==> config.mk <==
export PLATFORM = sky130hd
export DESIGN_NAME = idcode_shifter
export DESIGN_NICKNAME = d
export VERILOG_FILES = /design/src/rtl/idcode_pkg.sv /design/src/rtl/idcode_ctrl.sv /design/src/rtl/idcode_dpath.sv /design/src/rtl/idcode_shifter.sv
export SDC_FILE = /design/constraint.sdc
export NUM_CORES = 1
export LEC_CHECK = 0
export CAP_MARGIN = 25
export CORE_UTILIZATION = 25
export CTS_BUF_LIST = sky130_fd_sc_hd__clkbuf_16
export CTS_CLUSTER_SIZE = 12
export DETAILED_ROUTE_END_ITERATION = 8
export PLACE_DENSITY_LB_ADDON = 0.12
export SLEW_MARGIN = 10
export SYNTH_ARGS = -nofsm -noshare
export SYNTH_HDL_FRONTEND = slang
export SYNTH_SLANG_ARGS = --single-unit
==> constraint.sdc <==
create_clock -name clk -period 4 [get_ports clk]
set_input_delay 0.6 -clock clk [delete_from_list [all_inputs] [get_ports clk]]
set_output_delay 0.6 -clock clk [all_outputs]
set_load 0.01 [all_outputs]
==> src/rtl/idcode_pkg.sv <==
`timescale 1ns/1ps
package idcode_pkg;
  localparam int CRC_W = 8;

  typedef struct packed {
    logic clr;
    logic load;
    logic step;
    logic fin;
  } ctrlStrobe_t;

  typedef enum logic [1:0] {
    ST_IDLE  = 2'd0,
    ST_SHIFT = 2'd1,
    ST_DONE  = 2'd2
  } shiftState_t;

  function automatic logic [CRC_W-1:0] crcStep(
    input logic [CRC_W-1:0] cur,
    input logic             inBit,
    input logic [CRC_W-1:0] mask
  );
    logic fb;
    logic [CRC_W-1:0] nxt;
    fb  = cur[0] ^ inBit;
    nxt = cur >> 1;
    if (fb) nxt = nxt ^ mask;
    return nxt;
  endfunction
endpackage

==> src/rtl/idcode_ctrl.sv <==
`timescale 1ns/1ps
module idcode_ctrl
  import idcode_pkg::*;
(
  input  logic        clk,
  input  logic        rst_n,
  input  logic        start,
  input  logic        bitReq,
  input  logic        abort,
  input  logic        lastBit,
  output ctrlStrobe_t strobe,
  output logic        done
);
  shiftState_t state, stateNext;

  always_comb begin
    strobe.clr  = abort;
    strobe.load = start && !abort;
    strobe.step = bitReq && !start && !abort && (state == ST_SHIFT);
    strobe.fin  = strobe.step && lastBit;
  end

  always_comb begin
    stateNext = state;
    if (strobe.clr)       stateNext = ST_IDLE;
    else if (strobe.load) stateNext = ST_SHIFT;
    else if (strobe.fin)  stateNext = ST_DONE;
  end

  always_ff @(posedge clk or negedge rst_n) begin
    if (!rst_n) state <= ST_IDLE;
    else        state <= stateNext;
  end

  assign done = (state == ST_DONE);

  // abort clears completion the next cycle
  assert_abort_clears_R7: assert property (@(posedge clk) disable iff (!rst_n)
    abort |=> !done);

  // completion only follows the final request
  assert_done_after_last_R6: assert property (@(posedge clk) disable iff (!rst_n)
    $rose(done) |-> $past(strobe.fin));

  // abort wins over a simultaneous start
  assert_abort_priority_R11: assert property (@(posedge clk) disable iff (!rst_n)
    (abort && start) |=> (state == ST_IDLE));
endmodule

==> src/rtl/idcode_dpath.sv <==
`timescale 1ns/1ps
module idcode_dpath
  import idcode_pkg::*;
#(
  parameter logic [7:0] FAMILY_CODE = 8'h09,
  parameter int         SERIAL_W    = 48,
  parameter logic [SERIAL_W-1:0] SERIAL_NUM = 48'h00A5_3C96_0F71,
  parameter logic [CRC_W-1:0]    CRC_MASK   = 8'h8C
) (
  input  logic        clk,
  input  logic        rst_n,
  input  ctrlStrobe_t strobe,
  input  logic        chkMode,
  input  logic        rxBit,
  output logic        txBit,
  output logic        lastBit,
  output logic        crcOk
);
  localparam int FAM_W  = 8;
  localparam int BODY_W = FAM_W + SERIAL_W;
  localparam int CODE_W = BODY_W + CRC_W;
  localparam int IDX_W  = $clog2(CODE_W);

  localparam logic [BODY_W-1:0] BODY = {SERIAL_NUM, FAMILY_CODE};

  logic [IDX_W-1:0] bitIdx;
  logic [CRC_W-1:0] crcReg, crcNext;
  logic             busy, chkLatched;
  logic             inBody, curTx, consumed;

  assign inBody   = bitIdx < IDX_W'(BODY_W);
  assign curTx    = inBody ? BODY[bitIdx] : crcReg[0];
  assign consumed = chkLatched ? rxBit : curTx;
  assign crcNext  = crcStep(crcReg, consumed, CRC_MASK);
  assign txBit    = (busy && !chkLatched) ? curTx : 1'b1;
  assign lastBit  = (bitIdx == IDX_W'(CODE_W - 1));

  always_ff @(posedge clk or negedge rst_n) begin
    if (!rst_n) begin
      bitIdx     <= '0;
      crcReg     <= '0;
      busy       <= 1'b0;
      chkLatched <= 1'b0;
      crcOk      <= 1'b0;
    end else if (strobe.clr) begin
      bitIdx <= '0;
      crcReg <= '0;
      busy   <= 1'b0;
      crcOk  <= 1'b0;
    end else if (strobe.load) begin
      bitIdx     <= '0;
      crcReg     <= '0;
      busy       <= 1'b1;
      chkLatched <= chkMode;
      crcOk      <= 1'b0;
    end else if (strobe.step) begin
      crcReg <= crcNext;
      if (strobe.fin) begin
        bitIdx <= '0;
        busy   <= 1'b0;
        crcOk  <= (crcNext == '0);
      end else begin
        bitIdx <= bitIdx + 1'b1;
      end
    end
  end

  // each accepted request advances by exactly one bit
  assert_step_advance_R5: assert property (@(posedge clk) disable iff (!rst_n)
    (strobe.step && !strobe.fin) |=> (bitIdx == $past(bitIdx) + 1'b1));

  // without a request, load or abort the driven bit holds
  assert_hold_R5: assert property (@(posedge clk) disable iff (!rst_n)
    (!strobe.step && !strobe.load && !strobe.clr) |=> $stable(txBit));

  // shifting the remainder out leaves a zero remainder
  assert_crc_selfcheck_R9: assert property (@(posedge clk) disable iff (!rst_n)
    (strobe.fin && !chkLatched) |=> crcOk);

  // the low byte presented equals the family code
  assert_family_R2: assert property (@(posedge clk) disable iff (!rst_n)
    (busy && !chkLatched && bitIdx < IDX_W'(FAM_W)) |-> (txBit == FAMILY_CODE[bitIdx[2:0]]));
endmodule

==> src/rtl/idcode_shifter.sv <==
`timescale 1ns/1ps
module idcode_shifter
  import idcode_pkg::*;
#(
  parameter logic [7:0] FAMILY_CODE = 8'h09,
  parameter int         SERIAL_W    = 48,
  parameter logic [SERIAL_W-1:0] SERIAL_NUM = 48'h00A5_3C96_0F71,
  parameter logic [7:0] CRC_MASK    = 8'h8C
) (
  input  logic clk,
  input  logic rst_n,
  input  logic start,
  input  logic bitReq,
  input  logic abort,
  input  logic chkMode,
  input  logic rxBit,
  output logic txBit,
  output logic done,
  output logic crcOk
);
  ctrlStrobe_t strobe;
  logic        lastBit;

  idcode_ctrl u_ctrl (
    .clk     (clk),
    .rst_n   (rst_n),
    .start   (start),
    .bitReq  (bitReq),
    .abort   (abort),
    .lastBit (lastBit),
    .strobe  (strobe),
    .done    (done)
  );

  idcode_dpath #(
    .FAMILY_CODE (FAMILY_CODE),
    .SERIAL_W    (SERIAL_W),
    .SERIAL_NUM  (SERIAL_NUM),
    .CRC_MASK    (CRC_MASK)
  ) u_dpath (
    .clk     (clk),
    .rst_n   (rst_n),
    .strobe  (strobe),
    .chkMode (chkMode),
    .rxBit   (rxBit),
    .txBit   (txBit),
    .lastBit (lastBit),
    .crcOk   (crcOk)
  );
endmodule

==> impl_metrics.env, run 1 <==
export IMPL_outcome="complete, no violations"
export IMPL_fmax_mhz=328.3
export IMPL_cp_cell_sequence="inv_1, ha_1, mux2_2, nor3b_1, nor3_1, nand3_1, clkdlybuf4s50_1"
export IMPL_ys_flop_type="dfrtp_1"
export IMPL_p_leak_nw=0.5263
export IMPL_fin_crit_sh=0.7615
export IMPL_multiInputGateArea_um2=536.8
export IMPL_ctsRootBufferMaster="clkbuf_16"
export IMPL_drtIter0Drc=34
export IMPL_clock_latency_ns=0.25
export IMPL_synth_largest_area_cell="dfrtp_1"
export IMPL_setup_viol=0
export IMPL_end_kind="primary output"
export IMPL_synth_compound_area_frac=0.1129
export IMPL_die_x_um=67.57
export IMPL_ys_seq_elements=19
export IMPL_final_cell_mix="dfrtp_1 (19), nand2_1 (18), nor2_1 (11), a21oi_1 (9), clkdlybuf4s50_1 (9)"
export IMPL_crit_path_max_fanout=5
export IMPL_layout_commonest_cell="dfrtp_1"
export IMPL_swShare=0.2235
export IMPL_synthArstFlopShare=1.000
export IMPL_clock_path_buffers=2
export IMPL_nFillCells=423
export IMPL_synth_cell_area_um2=1075
export IMPL_synth_top_family_by_area="simple AND/OR/NAND/NOR gates"
export IMPL_htree_levels=1
export IMPL_clkPwrFrac=0.468
export IMPL_globalplace_congestion=0.7096
export IMPL_cts_tree="done"
export IMPL_drtPass1Iterations=4
export IMPL_power_density_nw_per_um2=349.7
export IMPL_grt_antenna_before_repair=0
export IMPL_grt_usage=0.1237
export IMPL_seq_area_um2=475.5
export IMPL_cp_start_kind="flop"
export IMPL_grt_max_degree=20
export IMPL_die_area_um2=4565
export IMPL_hold_violations=0
export IMPL_avgSynthCellArea_um2=8.738
export IMPL_synth_top_area_share=0.4424
export IMPL_yosysUniqueCellTypes=33
export IMPL_vias=862
export IMPL_p_comb_frac=0.084
export IMPL_synth_xor_area_frac=0.04075
export IMPL_cp_required_ns=3.40
export IMPL_arrival_ns=2.45
export IMPL_slew_headroom=0.5669
export IMPL_synth_mux_area_fraction=0.03958
export IMPL_ys_top_cells_by_area="dfrtp_1 (44%), nand2_1 (6.3%), a21oi_1 (4.2%), nor2_1 (3.8%), nand3_1 (3.7%)"
export IMPL_min_from="u_ctrl.state[1]"
export IMPL_ir_worst_vdd_uv=255.1
export IMPL_seqPwrFrac=0.448
export IMPL_first_global_vias=848
export IMPL_min_period_ns=3.046
export IMPL_path_buf_inv=2
export IMPL_synth_simple_gate_area_share=0.2712
export IMPL_cts_clk_slew_worst_paths_ns=0.06
export IMPL_dp_hpwl_mm=1.639
export IMPL_final_max_slew_violation_count=0
export IMPL_slowest_stage="clkdlybuf4s50_1"
export IMPL_drive_above_1_share=0.07031
export IMPL_timing_hold_ws_ns=0.5124
export IMPL_synthCells=123
export IMPL_tightest_slew_ns=0.6437
export IMPL_synth_edf_count=0
export IMPL_worstSetupPathType="reg -> out"
export IMPL_synth_seq_area_share=0.4424
export IMPL_hp_class="reg -> reg"
export IMPL_crit_family="buffers and inverters"
export IMPL_ctsHoldBuffers=0
export IMPL_post_cts_buffers=0
export IMPL_fin_nets=139
export IMPL_drc=0
export IMPL_rsz0062_at_grt="false"
export IMPL_synth_fa_ha_area_frac=0.03492
export IMPL_cts_buffers_inserted=3
export IMPL_timing_rr_start="u_dpath.bitIdx[0]"
export IMPL_tns_ns=0
export IMPL_post_drt_wl_per_cell_um=13.40
export IMPL_yosysWarnings=0
export IMPL_diodes=0
export IMPL_start_util=0.2649
export IMPL_fin_skew_ns=0.003453
export IMPL_portBuffers=9
export IMPL_critPathLaunch="u_dpath.bitIdx[0]"
export IMPL_area_growth_pct=18.63
export IMPL_drtAntennaViolNets=0
export IMPL_p_switching_uw=99.66
export IMPL_maxCapViolCount=0
export IMPL_routed_wl_mm=2.386
export IMPL_cts_resized=0
export IMPL_num_rows=23
export IMPL_grt_pass1_wl_mm=4.091
export IMPL_core_area_um2=4058
export IMPL_grt_overflow=0
export IMPL_syn_num_nets=133
export IMPL_internal_power_uw=346.2
export IMPL_viasPerCell=4.843
export IMPL_die_height_um=67.57
export IMPL_slowest_delay_ns=0.53
export IMPL_ios=10
export IMPL_cts_sinks=19
-- power groups by stage --
stage,sequential (mW),clock [mW],combinational [mW]
detailed placement,0.204,0,0.0361
finish,0.200,0.209,0.0373
global placement,0.203,0,0.0358
floorplan,0.202,0,0.0206
CTS,0.200,0.218,0.0363
global route,0.201,0.223,0.0417
-- worst register-to-register path: stages, from the launching register on --
cell and delay (ns):
dfrtp_1 0.42, inv_1 0.09, ha_1 0.33, nor4_1 0.06, a311o_1 0.36, nor4_1 0.60
or2_1 0.26, o211ai_1 0.13
-- per-stage QoR --
step           worst slack (ns)  instances  utilization  total power, mW  cell area, um^2
6_report                 0.9539        178       0.3142           0.4458             1275
3_5_place_dp              1.221        173       0.2908           0.2396             1180
4_1_cts                  0.9374        177       0.3105           0.4538             1260
5_1_grt                  0.8149        178       0.3142           0.4653             1275
2_1_floorplan             1.839        123            -           0.2229             1075
3_3_place_gp              1.267        173       0.2908           0.2390             1180
-- per-layer routing --
metal	wire (um)	up-vias	part of all wire	GRT usage
li1	-	437	-	-
met1	1114	401	0.47	0.1509
met2	1100	22	0.46	0.2017
met3	146	2	0.061	0.04054
met4	25	0	0.010	0.04255
met5	0	-	0	0
-- Yosys cell counts (4+ instances only) --
master,instances
a21oi_1,9
clkbuf_1,5
dfrtp_1,19
inv_1,4
nand2_1,18
nand3_1,8
nor2_1,11
nor3_1,6
xor2_1,4
-- layout make-up --
type	instances	area share
multi-input combinational	91	0.4210
clock inverter	1	0.003925
sequential	19	0.3729
inverter	4	0.01178
clock buffer	3	0.05888
tap	50	0.04907
timing repair buffer	10	0.08243
-- cell families after synthesis --
family,Yosys count
muxes,4
and+or+nand+nor,60
xor gates and xnor gates,5
buffers and inverters,13
DFF,19
AOI/OAI and AO/OA,19
adders and majority gates,3
-- worst paths after layout --
kind,end,slack (ns),cells past startpoint
worst max-delay path,txBit,0.95,7
worst min-delay path,u_ctrl.state[1],0.51,2
worst max register to register,u_dpath.crcReg[2],1.60,7
worst min register to register,u_ctrl.state[1],0.51,2
max in group asynchronous,u_dpath.crcReg[0],3.06,2
min in group asynchronous,u_dpath.bitIdx[5],0.56,1
-- sequential cells by signal, summed over array words and instances, names as in the netlist --
signal              flops
u_dpath.crcOk           1
u_ctrl.state            2
u_dpath.crcReg          8
u_dpath.chkLatched      1
u_dpath.bitIdx          6
u_dpath.busy            1
Power figures use the tool's default switching activity.
==> inputs of run 2 (changes only) <==
clock period = 2.7 ns   (was 4 ns; I/O delays follow)
==> run 2 against run 1 <==
  * Combinational power increased by 53%
  * Clock power increased by 47%
  * Register-to-register slack worse by 1.1 ns
  * Via count grew 0.93%
  * Die area did not move
  * Count of clock-buffer cells in the layout unchanged
  * Power grew 48%
  * Global-route usage rose by 0.41 points
==> impl_metrics.env, run 2 (same netlist as run 1, synthesis figures left out) <==
export IMPL_htree_levels=1
export IMPL_slowest_delay_ns=0.36
export IMPL_ios=10
export IMPL_hp_class="in -> async"
export IMPL_cp_required_ns=2.30
export IMPL_tns_ns=0
export IMPL_fin_nets=145
export IMPL_ctsHoldBuffers=0
export IMPL_start_util=0.2649
export IMPL_cp_start_kind="flop"
export IMPL_grt_pass1_wl_mm=4.064
export IMPL_crit_family="simple AND/OR/NAND/NOR gates"
export IMPL_dpl_cell_area_um2=1217
export IMPL_drtIter0Drc=49
export IMPL_num_rows=23
export IMPL_grt_antenna_before_repair=0
export IMPL_path_buf_inv=2
export IMPL_finalNonFillerCells=184
export IMPL_fmax_mhz=438.9
export IMPL_timing_hold_ws_ns=0.4979
export IMPL_drc=0
export IMPL_crit_path_max_fanout=3
export IMPL_hold_violations=0
export IMPL_p_leak_nw=0.5552
export IMPL_placedCellCount=178
export IMPL_viasPerCell=4.728
export IMPL_globalplace_congestion=0.7463
export IMPL_post_drt_wl_per_cell_um=13.06
export IMPL_worstSetupPathType="reg -> out"
export IMPL_drive_above_1_share=0.1269
export IMPL_top_regs="u_dpath.crcReg: 8 flops, u_dpath.bitIdx: 6 flops, u_ctrl.state: 2 flops"
export IMPL_tightest_slew_ns=0.4810
export IMPL_setup_viol=0
export IMPL_largest_register_ffs=8
export IMPL_final_cell_mix="dfrtp_1 (19), nand2_1 (18), nor2_1 (11), a21oi_1 (9)"
export IMPL_fin_skew_ns=0.002227
export IMPL_dp_hpwl_mm=1.688
export IMPL_diodes=0
export IMPL_die_area_um2=4565
export IMPL_area_growth_pct=23.28
export IMPL_power_density_nw_per_um2=498.5
export IMPL_min_period_ns=2.278
export IMPL_portBuffers=9
export IMPL_cts_buffers_inserted=3
export IMPL_critPathLaunch="u_dpath.bitIdx[0]"
export IMPL_rsz0062_at_grt="false"
export IMPL_clock_latency_ns=0.25
export IMPL_final_max_slew_violation_count=0
export IMPL_core_area_um2=4058
export IMPL_fin_crit_sh=0.8439
export IMPL_drtAntennaViolNets=0
export IMPL_die_height_um=67.57
export IMPL_first_global_vias=870
export IMPL_maxCapViolCount=0
export IMPL_arrival_ns=1.87
export IMPL_ir_worst_vdd_uv=152.2
export IMPL_die_x_um=67.57
export IMPL_clock_path_buffers=2
export IMPL_cts_tree="done"
export IMPL_grt_usage=0.1278
export IMPL_timing_rr_start="u_dpath.bitIdx[0]"
export IMPL_slew_headroom=0.6784
export IMPL_ctsRootBufferMaster="clkbuf_16"
export IMPL_regMostFlops="u_dpath.crcReg"
export IMPL_cts_clk_slew_worst_paths_ns=0.06
export IMPL_drtPass1Iterations=4
export IMPL_totalPowerFinal_uw=660.6
export IMPL_vias=870
export IMPL_cts_sinks=19
export IMPL_routed_wl_mm=2.403
export IMPL_nFillCells=446
export IMPL_grt_max_degree=20
export IMPL_outcome="complete, no violations"
export IMPL_cp_cell_sequence="inv_1, ha_1, nor4_1, a311o_1, nor3_1, nand3_1, dlymetal6s2s_1"
export IMPL_end_kind="primary output"
export IMPL_slowest_stage="a311o_1"
export IMPL_layout_commonest_cell="dfrtp_1"
export IMPL_fin_area_um2=1325
export IMPL_grt_overflow=0
==> run 2: cell types whose count changed in the layout (fill, tap and decap cells not counted) <==
cell,previous run,this run
buf_8,1,0
nor3b_1,2,0
nor3b_2,0,2
dlymetal6s2s_1,0,1
buf_4,0,7
clkdlybuf4s50_1,9,8
==> run 2: path summary, 6_finish.rpt <==
kind	depth (start not counted)	to	slack, ns
worst max-delay path	7	txBit	0.42
worst min-delay path	2	u_dpath.busy	0.50
worst max register to register	9	u_dpath.crcOk	0.48
worst min register to register	2	u_ctrl.state[1]	0.50
max in group asynchronous	2	u_dpath.crcReg[5]	1.99
min in group clk	2	u_ctrl.state[1]	0.50
==> run 2: final cells by class <==
class / count / area, um^2 / share of cell area
clock buffers: 3 / 75.07 / 0.05666
clock inverters: 1 / 5.005 / 0.003777
inverters: 4 / 15.01 / 0.01133
multi-input cells: 91 / 546.8 / 0.4127
flip-flops and latches: 19 / 475.5 / 0.3588
well taps: 50 / 62.56 / 0.04721
repair buffers: 16 / 145.1 / 0.1095
==> run 2: metal layers <==
| metal | track usage | share of wire | up-vias |
|---|---|---|---|
| met5 | 0 | 0 | - |
| met4 | 0.07979 | 0.025 | 0 |
| met3 | 0.03041 | 0.037 | 5 |
| met2 | 0.1968 | 0.45 | 12 |
| met1 | 0.1588 | 0.49 | 402 |
| li1 | - | - | 451 |
==> run 2: power by group <==
| part | internal [mW] | switching (mW) |
|---|---|---|
| combinational | 0.0244 | 0.0325 |
| clock | 0.199 | 0.109 |
| sequential | 0.291 | 0.00471 |
| total | 0.514 | 0.146 |
==> run 2: timing repair <==
action	CTS	global route
cloned	0	0
resized for setup	1	2
pin swaps	0	1
endpoints found under the setup margin	1	1
buffers inserted	1	1
==> run 2: through the flow <==
stage | util | setup WS, ns
2_1_floorplan | - | 0.6382
3_3_place_gp | 0.3000 | 0.2289
3_5_place_dp | 0.3000 | 0.1870
4_1_cts | 0.3228 | 0.04264
5_1_grt | 0.3265 | 0.3156
6_report | 0.3265 | 0.4215
